==> config.mk <==
export PLATFORM = sky130hd
export DESIGN_NAME = txr_ring_engine
export DESIGN_NICKNAME = d
export VERILOG_FILES = /design/src/rtl/txr_pkg.sv /design/src/rtl/txr_poll_timer.sv /design/src/rtl/txr_irq_count.sv /design/src/rtl/txr_walker.sv /design/src/rtl/txr_ring_engine.sv
export SDC_FILE = /design/constraint.sdc
export NUM_CORES = 1
export LEC_CHECK = 0
export BUFFER_PORTS_ARGS = -buffer_cell sky130_fd_sc_hd__buf_2
export CAP_MARGIN = 20
export CELL_PAD_IN_SITES_DETAIL_PLACEMENT = 1
export CELL_PAD_IN_SITES_GLOBAL_PLACEMENT = 2
export CORE_ASPECT_RATIO = 1.4
export CORE_UTILIZATION = 35
export DETAILED_ROUTE_END_ITERATION = 6
export PLACE_DENSITY_LB_ADDON = 0.15
export SYNTH_ARGS = -nofsm -noshare
export SYNTH_HDL_FRONTEND = slang
export SYNTH_SLANG_ARGS = --single-unit
==> constraint.sdc <==
create_clock -name clk -period 6 [get_ports clk]
set_input_delay 1.2 -clock clk [delete_from_list [all_inputs] [get_ports clk]]
set_output_delay 1.2 -clock clk [all_outputs]
set_load 0.05 [all_outputs]
==> src/rtl/txr_pkg.sv <==
package txr_pkg;

  typedef enum logic [2:0] {
    S_IDLE, S_GET_STAT, S_GET_PTR, S_GET_BYTE, S_SEND, S_CLOSE, S_WAIT
  } walk_state_e;

  // status halfword bit positions (bit 15 is the most significant)
  localparam int BIT_OWN  = 15;
  localparam int BIT_LAST = 13;
  localparam int BIT_EVT  = 12;
  localparam int BIT_LOOP = 9;

  // big-endian octet pick from a 32-bit memory word
  function automatic logic [7:0] pick_octet(input logic [31:0] word, input logic [1:0] lane);
    case (lane)
      2'd0:    return word[31:24];
      2'd1:    return word[23:16];
      2'd2:    return word[15:8];
      default: return word[7:0];
    endcase
  endfunction

  // status written back when a descriptor is closed
  function automatic logic [15:0] close_status(input logic [15:0] st, input logic bad);
    logic [15:0] r;
    r = st;
    if (bad || !st[BIT_LOOP]) r[BIT_OWN] = 1'b0;
    return r;
  endfunction

endpackage

==> src/rtl/txr_poll_timer.sv <==
module txr_poll_timer #(
  parameter int TW = 16
) (
  input  logic          clk,
  input  logic          rst_n,
  input  logic          start,
  input  logic [TW-1:0] delay,
  output logic          done
);
  logic          active;
  logic [TW-1:0] cnt;

  assign done = active && (cnt == '0);

  always_ff @(posedge clk) begin
    if (!rst_n) begin
      active <= 1'b0;
      cnt    <= '0;
    end else if (start) begin
      active <= 1'b1;
      cnt    <= delay;
    end else if (active) begin
      if (cnt == '0) active <= 1'b0;
      else           cnt    <= cnt - 1'b1;
    end
  end

  assert_done_single_R4: assert property (@(posedge clk) disable iff (!rst_n)
    done && !start |=> !done);

endmodule

==> src/rtl/txr_irq_count.sv <==
module txr_irq_count #(
  parameter int CW = 8
) (
  input  logic          clk,
  input  logic          rst_n,
  input  logic          evt,
  input  logic [CW-1:0] threshold,
  output logic          irq
);
  logic [CW-1:0] total;

  function automatic logic reach(input logic [CW-1:0] t, input logic [CW-1:0] thr);
    return ({1'b0, t} + 1'b1) >= {1'b0, thr};
  endfunction

  always_ff @(posedge clk) begin
    if (!rst_n) begin
      total <= '0;
      irq   <= 1'b0;
    end else begin
      irq <= 1'b0;
      if (evt) begin
        if (reach(total, threshold)) begin
          total <= '0;
          irq   <= 1'b1;
        end else begin
          total <= total + 1'b1;
        end
      end
    end
  end

  assert_irq_after_evt_R9: assert property (@(posedge clk) disable iff (!rst_n)
    irq |-> $past(evt));

endmodule

==> src/rtl/txr_walker.sv <==
module txr_walker
  import txr_pkg::*;
#(
  parameter int AW = 32,
  parameter int LW = 16
) (
  input  logic          clk,
  input  logic          rst_n,
  input  logic          enable,
  input  logic [AW-1:0] base_addr,
  output logic          mem_req,
  output logic          mem_we,
  output logic [AW-1:0] mem_addr,
  output logic [3:0]    mem_be,
  output logic [31:0]   mem_wdata,
  input  logic          mem_ack,
  input  logic [31:0]   mem_rdata,
  output logic [7:0]    out_data,
  output logic          out_valid,
  output logic          out_last,
  input  logic          out_ready,
  output logic          poll_start,
  input  logic          poll_done,
  output logic          tx_event,
  output logic          err_pulse
);
  localparam logic [AW-1:0] DESC_BYTES = AW'(8);
  localparam logic [AW-1:0] PTR_OFS    = AW'(4);

  walk_state_e   state;
  logic [AW-1:0] cur, ptr;
  logic [15:0]   stat;
  logic [LW-1:0] len, idx;
  logic [7:0]    octet;
  logic          bad;
  logic [AW-1:0] byte_addr;
  logic          fetched_own;

  function automatic logic [AW-1:0] next_desc(input logic [AW-1:0] c, input logic [AW-1:0] b,
                                              input logic last);
    return last ? b : c + DESC_BYTES;
  endfunction

  assign byte_addr   = ptr + AW'(idx);
  assign fetched_own = mem_rdata[16 + BIT_OWN];

  assign mem_req   = (state == S_GET_STAT) || (state == S_GET_PTR) ||
                     (state == S_GET_BYTE) || (state == S_CLOSE);
  assign mem_we    = (state == S_CLOSE);
  assign mem_be    = mem_we ? 4'b1100 : 4'b1111;
  assign mem_wdata = {close_status(stat, bad), 16'h0000};
  assign out_valid = (state == S_SEND);
  assign out_data  = octet;
  assign out_last  = (idx == len - 1'b1);
  assign poll_start = (state == S_GET_STAT) && mem_ack && !fetched_own;

  always_comb begin
    case (state)
      S_GET_PTR:  mem_addr = cur + PTR_OFS;
      S_GET_BYTE: mem_addr = byte_addr;
      default:    mem_addr = cur;
    endcase
  end

  always_ff @(posedge clk) begin
    if (!rst_n) begin
      state     <= S_IDLE;
      cur       <= '0;
      ptr       <= '0;
      stat      <= '0;
      len       <= '0;
      idx       <= '0;
      octet     <= '0;
      bad       <= 1'b0;
      tx_event  <= 1'b0;
      err_pulse <= 1'b0;
    end else begin
      tx_event  <= 1'b0;
      err_pulse <= 1'b0;
      case (state)
        S_IDLE: if (enable) begin
          cur   <= base_addr;
          state <= S_GET_STAT;
        end
        S_GET_STAT: if (mem_ack) begin
          stat <= mem_rdata[31:16];
          len  <= mem_rdata[LW-1:0];
          bad  <= 1'b0;
          if (!fetched_own)                state <= S_WAIT;
          else if (mem_rdata[LW-1:0] == '0) begin
            bad   <= 1'b1;
            state <= S_CLOSE;
          end else                         state <= S_GET_PTR;
        end
        S_GET_PTR: if (mem_ack) begin
          ptr   <= mem_rdata;
          idx   <= '0;
          state <= S_GET_BYTE;
        end
        S_GET_BYTE: if (mem_ack) begin
          octet <= pick_octet(mem_rdata, byte_addr[1:0]);
          state <= S_SEND;
        end
        S_SEND: if (out_ready) begin
          if (out_last) state <= S_CLOSE;
          else begin
            idx   <= idx + 1'b1;
            state <= S_GET_BYTE;
          end
        end
        S_CLOSE: if (mem_ack) begin
          tx_event  <= stat[BIT_EVT] && !bad;
          err_pulse <= bad;
          cur       <= next_desc(cur, base_addr, stat[BIT_LAST]);
          state     <= enable ? S_GET_STAT : S_IDLE;
        end
        S_WAIT: if (poll_done) state <= enable ? S_GET_STAT : S_IDLE;
        default: state <= S_IDLE;
      endcase
    end
  end

  assert_hold_octet_R3: assert property (@(posedge clk) disable iff (!rst_n)
    out_valid && !out_ready |=> out_valid && $stable(out_data) && $stable(out_last));

  assert_hold_request_R2: assert property (@(posedge clk) disable iff (!rst_n)
    mem_req && !mem_ack |=> mem_req && $stable(mem_addr) && $stable(mem_we));

  assert_error_no_event_R10: assert property (@(posedge clk) disable iff (!rst_n)
    err_pulse |-> !tx_event);

  assert_wait_no_stream_R4: assert property (@(posedge clk) disable iff (!rst_n)
    poll_start |=> !out_valid && !mem_req);

endmodule

==> src/rtl/txr_ring_engine.sv <==
module txr_ring_engine #(
  parameter int AW = 32,
  parameter int LW = 16,
  parameter int TW = 16,
  parameter int CW = 8
) (
  input  logic          clk,
  input  logic          rst_n,
  input  logic          enable,
  input  logic [AW-1:0] base_addr,
  input  logic [TW-1:0] idle_delay,
  input  logic [CW-1:0] int_threshold,
  output logic          mem_req,
  output logic          mem_we,
  output logic [AW-1:0] mem_addr,
  output logic [3:0]    mem_be,
  output logic [31:0]   mem_wdata,
  input  logic          mem_ack,
  input  logic [31:0]   mem_rdata,
  output logic [7:0]    out_data,
  output logic          out_valid,
  output logic          out_last,
  input  logic          out_ready,
  output logic          tx_event,
  output logic          irq_global,
  output logic          err_pulse
);
  logic poll_start, poll_done;

  txr_walker #(.AW(AW), .LW(LW)) u_walk (
    .clk(clk), .rst_n(rst_n), .enable(enable), .base_addr(base_addr),
    .mem_req(mem_req), .mem_we(mem_we), .mem_addr(mem_addr), .mem_be(mem_be),
    .mem_wdata(mem_wdata), .mem_ack(mem_ack), .mem_rdata(mem_rdata),
    .out_data(out_data), .out_valid(out_valid), .out_last(out_last), .out_ready(out_ready),
    .poll_start(poll_start), .poll_done(poll_done),
    .tx_event(tx_event), .err_pulse(err_pulse)
  );

  txr_poll_timer #(.TW(TW)) u_timer (
    .clk(clk), .rst_n(rst_n), .start(poll_start), .delay(idle_delay), .done(poll_done)
  );

  txr_irq_count #(.CW(CW)) u_irq (
    .clk(clk), .rst_n(rst_n), .evt(tx_event), .threshold(int_threshold), .irq(irq_global)
  );

  assert_quiet_in_reset_R1: assert property (@(posedge clk)
    !rst_n |=> !out_valid && !tx_event && !irq_global && !err_pulse);

endmodule

==> results.cfg <==
[placement]
numPortBuffers = 157
placed_cell_area_um2 = 11100
dp_cells = 1841
dp_hpwl_um = 28000
gp_congestion = 0.814

[route]
via_per_inst = 5.56
drtAntennaViolNets = 0
dr.pass1.iters = 5
drt_iter0_markers = 441
wire_per_inst_um = 20.0
num_vias = 10400
routed_wirelength_um = 37600
drc = 0

[worst_setup_path]
cp_max_fo = 9
critPathRequiredTime_ns = 4.80
crit_type = flop to output pin
worstSetupStartpointType = flop
crit_path_end_kind = output pin
cp_data_arrival_time_ns = 3.98

[floorplanning]
core_area_um2 = 28700
die_area_um2 = 30100
ioPinCount = 176
rows = 73
start_util_pct = 35.8
dieWidth_um = 147
die_h_um = 205

[clocking]
insertion_delay_ns = 0.46
cts.repair.resized = 0
cts_tree = done
htreeDepth = 4
root_buffer = clkbuf_16
hold_buffers = 0
clkTransAtPathRegs_ns = 0.07
cts_inserted_buffers = 17
cts_setup_buffers = 0
clock-sinks = 152
clock_path_buffers = 2

[final_layout]
fin_cells = 1875
n_antenna_cell = 0
fin_area_um2 = 11700
area_growth_pct = 14.1
finalNetCount = 1611
post-route-util_pct = 40.9
drive_above_1_share_pct = 16.3

[timing]
period_needed_ns = 5.18
finalHoldViolations = 0
fin_crit_sh_pct = 86.3
fmax_mhz = 193
holdWs_ns = 0.455
tns_ns = 0
finalSetupViolations = 0
max_slew.worst_pin.slew_ns = 0.988
maxSlewViolCount = 0
maxSlewHeadroom_pct = 34.0
skew_ns = 0.0116
grt_setup_unrepaired = false

[synthesis]
synth-simple-area-share_pct = 27.0
muxShareOfSynthArea_pct = 3.45
synth-xor-area-share_pct = 6.11
synth-compound-area-share_pct = 22.8
ys_types = 82
avgSynthCellArea_um2 = 7.32
syn-cell-area_um2 = 10300
synth_edf_count = 0
synthArstFlopShare_pct = 0
synth_top_family_by_area = simple AND/OR/NAND/NOR gates
ys_dominant_reg_cell = dfxtp_1
yosys_warnings = 0
synth_cells = 1404
synth-seq-cells = 152
yosysSeqAreaShare_pct = 29.6
synth_fa_ha_area_share_pct = 3.85

[global_routing]
grt_util_met3_pct = 3.74
grt_util_met1_pct = 30.4
grt_overflow_total = 0
grt_pass1_wl_um = 58800
grt_usage_pct = 25.3
grt_max_degree = 60
grt_util_met2_pct = 44.7
grt_pass1_vias = 10400
antenna_found_initial = 1
top_usage_layer = met2

[worst_hold_path]
hold_class = flop to flop

[power_and_ir_drop]
power.leakage_nw = 4.73
p_per_area_nw_per_um2 = 392
peakVddDrop_v = 0.000229

[flow_run]
drv_cap = 0

[outcome]
status = finished, final reports clean
## cell families (layout without fill, tap and decap cells)
kind of cell | after synthesis | in the layout
and+or+nand+nor | 587 | 587
buffers and inverters | 156 | 236
adders and majority gates | 31 | 31
other | 2 | 18
xor gates and xnor gates | 70 | 70
AOI/OAI and AO/OA | 381 | 381
muxes | 25 | 25
DFF | 152 | 152
## metal layers
metal | routed length [um] | part of all wire (%)
met1 | 16500 | 44
met2 | 18600 | 50
met3 | 1340 | 3.6
met4 | 1110 | 3.0
met5 | 11 | 0.029
## power breakdown
group	total [mW]	switching, mW	internal [mW]
clock network	1.14	0.504	0.634
registers	1.44	0.272	1.17
logic	2.01	1.38	0.639
## path summary, 6_finish.rpt
check                           cells after the start             from              end  slack, ns
worst min register to register                      2  u_walk.stat[10]  u_walk.stat[10]       0.46
worst max-delay path                               12    u_walk.idx[0]     mem_addr[28]       0.82
worst max register to register                      9  u_walk.state[0]   u_timer.cnt[0]       2.54
worst min-delay path                                2  u_walk.stat[10]  u_walk.stat[10]       0.46
## state kept, by name (all words and copies together), names as in the netlist
name,count
u_walk.idx,16
u_walk.cur,32
u_walk.bad,1
u_irq.total,8
u_walk.ptr,32
u_walk.stat,16
u_timer.cnt,16
u_walk.len,16
u_walk.out_data,8
u_walk.state,3
u_timer.active,1
u_walk.tx_event,1
u_walk.err_pulse,1
u_irq.irq,1
## cell usage after synthesis (all sizes together), types with 3 or more instances
master,instances,area (um2)
nand2,252,948
a21oi,177,886
dfxtp,152,3040
nor2,123,462
clkbuf,83,312
o21ai,66,330
buf,42,309
xnor2,41,359
nor3,40,205
nand3,39,200
ha,30,375
inv,28,105
xor2,28,245
nand4,26,163
and3,24,151
a21o,19,143
o22ai,18,113
nor2b,16,100
a211oi,15,113
nor4,15,100
mux2i,14,140
or3,11,70.1
a31oi,9,56.3
and2,9,56.3
a22oi,8,60.1
a32o,8,80.1
mux4,8,180
o31ai,8,70.1
and4,7,61.3
o211ai,6,50.1
o21a,6,45.0
nand2b,5,31.3
nor3b,5,37.5
nor4b,4,95.1
a211o,3,26.3
a221oi,3,26.3
a31o,3,26.3
clkinv,3,11.3
mux2,3,33.8
o221ai,3,26.3
## layout make-up
class | instances | area [um2]
Timing Repair Buffer | 173 | 923
Clock buffer | 18 | 439
Clock inverter | 14 | 160
Tap cell | 375 | 469
Fill cell | 3632 | 17000
Inverter | 31 | 118
Sequential cell | 152 | 3040
Multi-Input combinational cell | 1112 | 6580
## per-stage QoR
step	total power, mW	worst slack (ns)
4_1_cts	4.62	0.827
2_1_floorplan	2.94	1.03
6_report	4.60	0.824
5_1_grt	4.87	0.551
3_5_place_dp	3.47	1.32
3_3_place_gp	3.44	1.37
## critical path, cell delays in order (launching register included)
cell and delay (ns):
dfxtp_1 0.38, ha_1 0.25, fa_1 0.40, a21oi_1 0.21
nor2_1 0.09, o311ai_0 0.48, a21boi_0 0.28, o31ai_2 0.29
buf_4 0.21, nor2_1 0.07, mux2i_1 0.13, a221oi_1 0.38
buf_2 0.34
## layout by cell type, fill, tap and decap left out, types with 23 or more instances in the layout
cell     count
nor3_1      39
xnor2_1     41
buf_2      158
dfxtp_1    152
ha_1        30
xor2_1      28
and3_1      23
nand2_1    251
nand4_1     26
inv_1       27
a21oi_1    176
nand3_1     38
nor2_1     120
o21ai_0     66
Note: power is estimated with default switching activity, not from simulation.
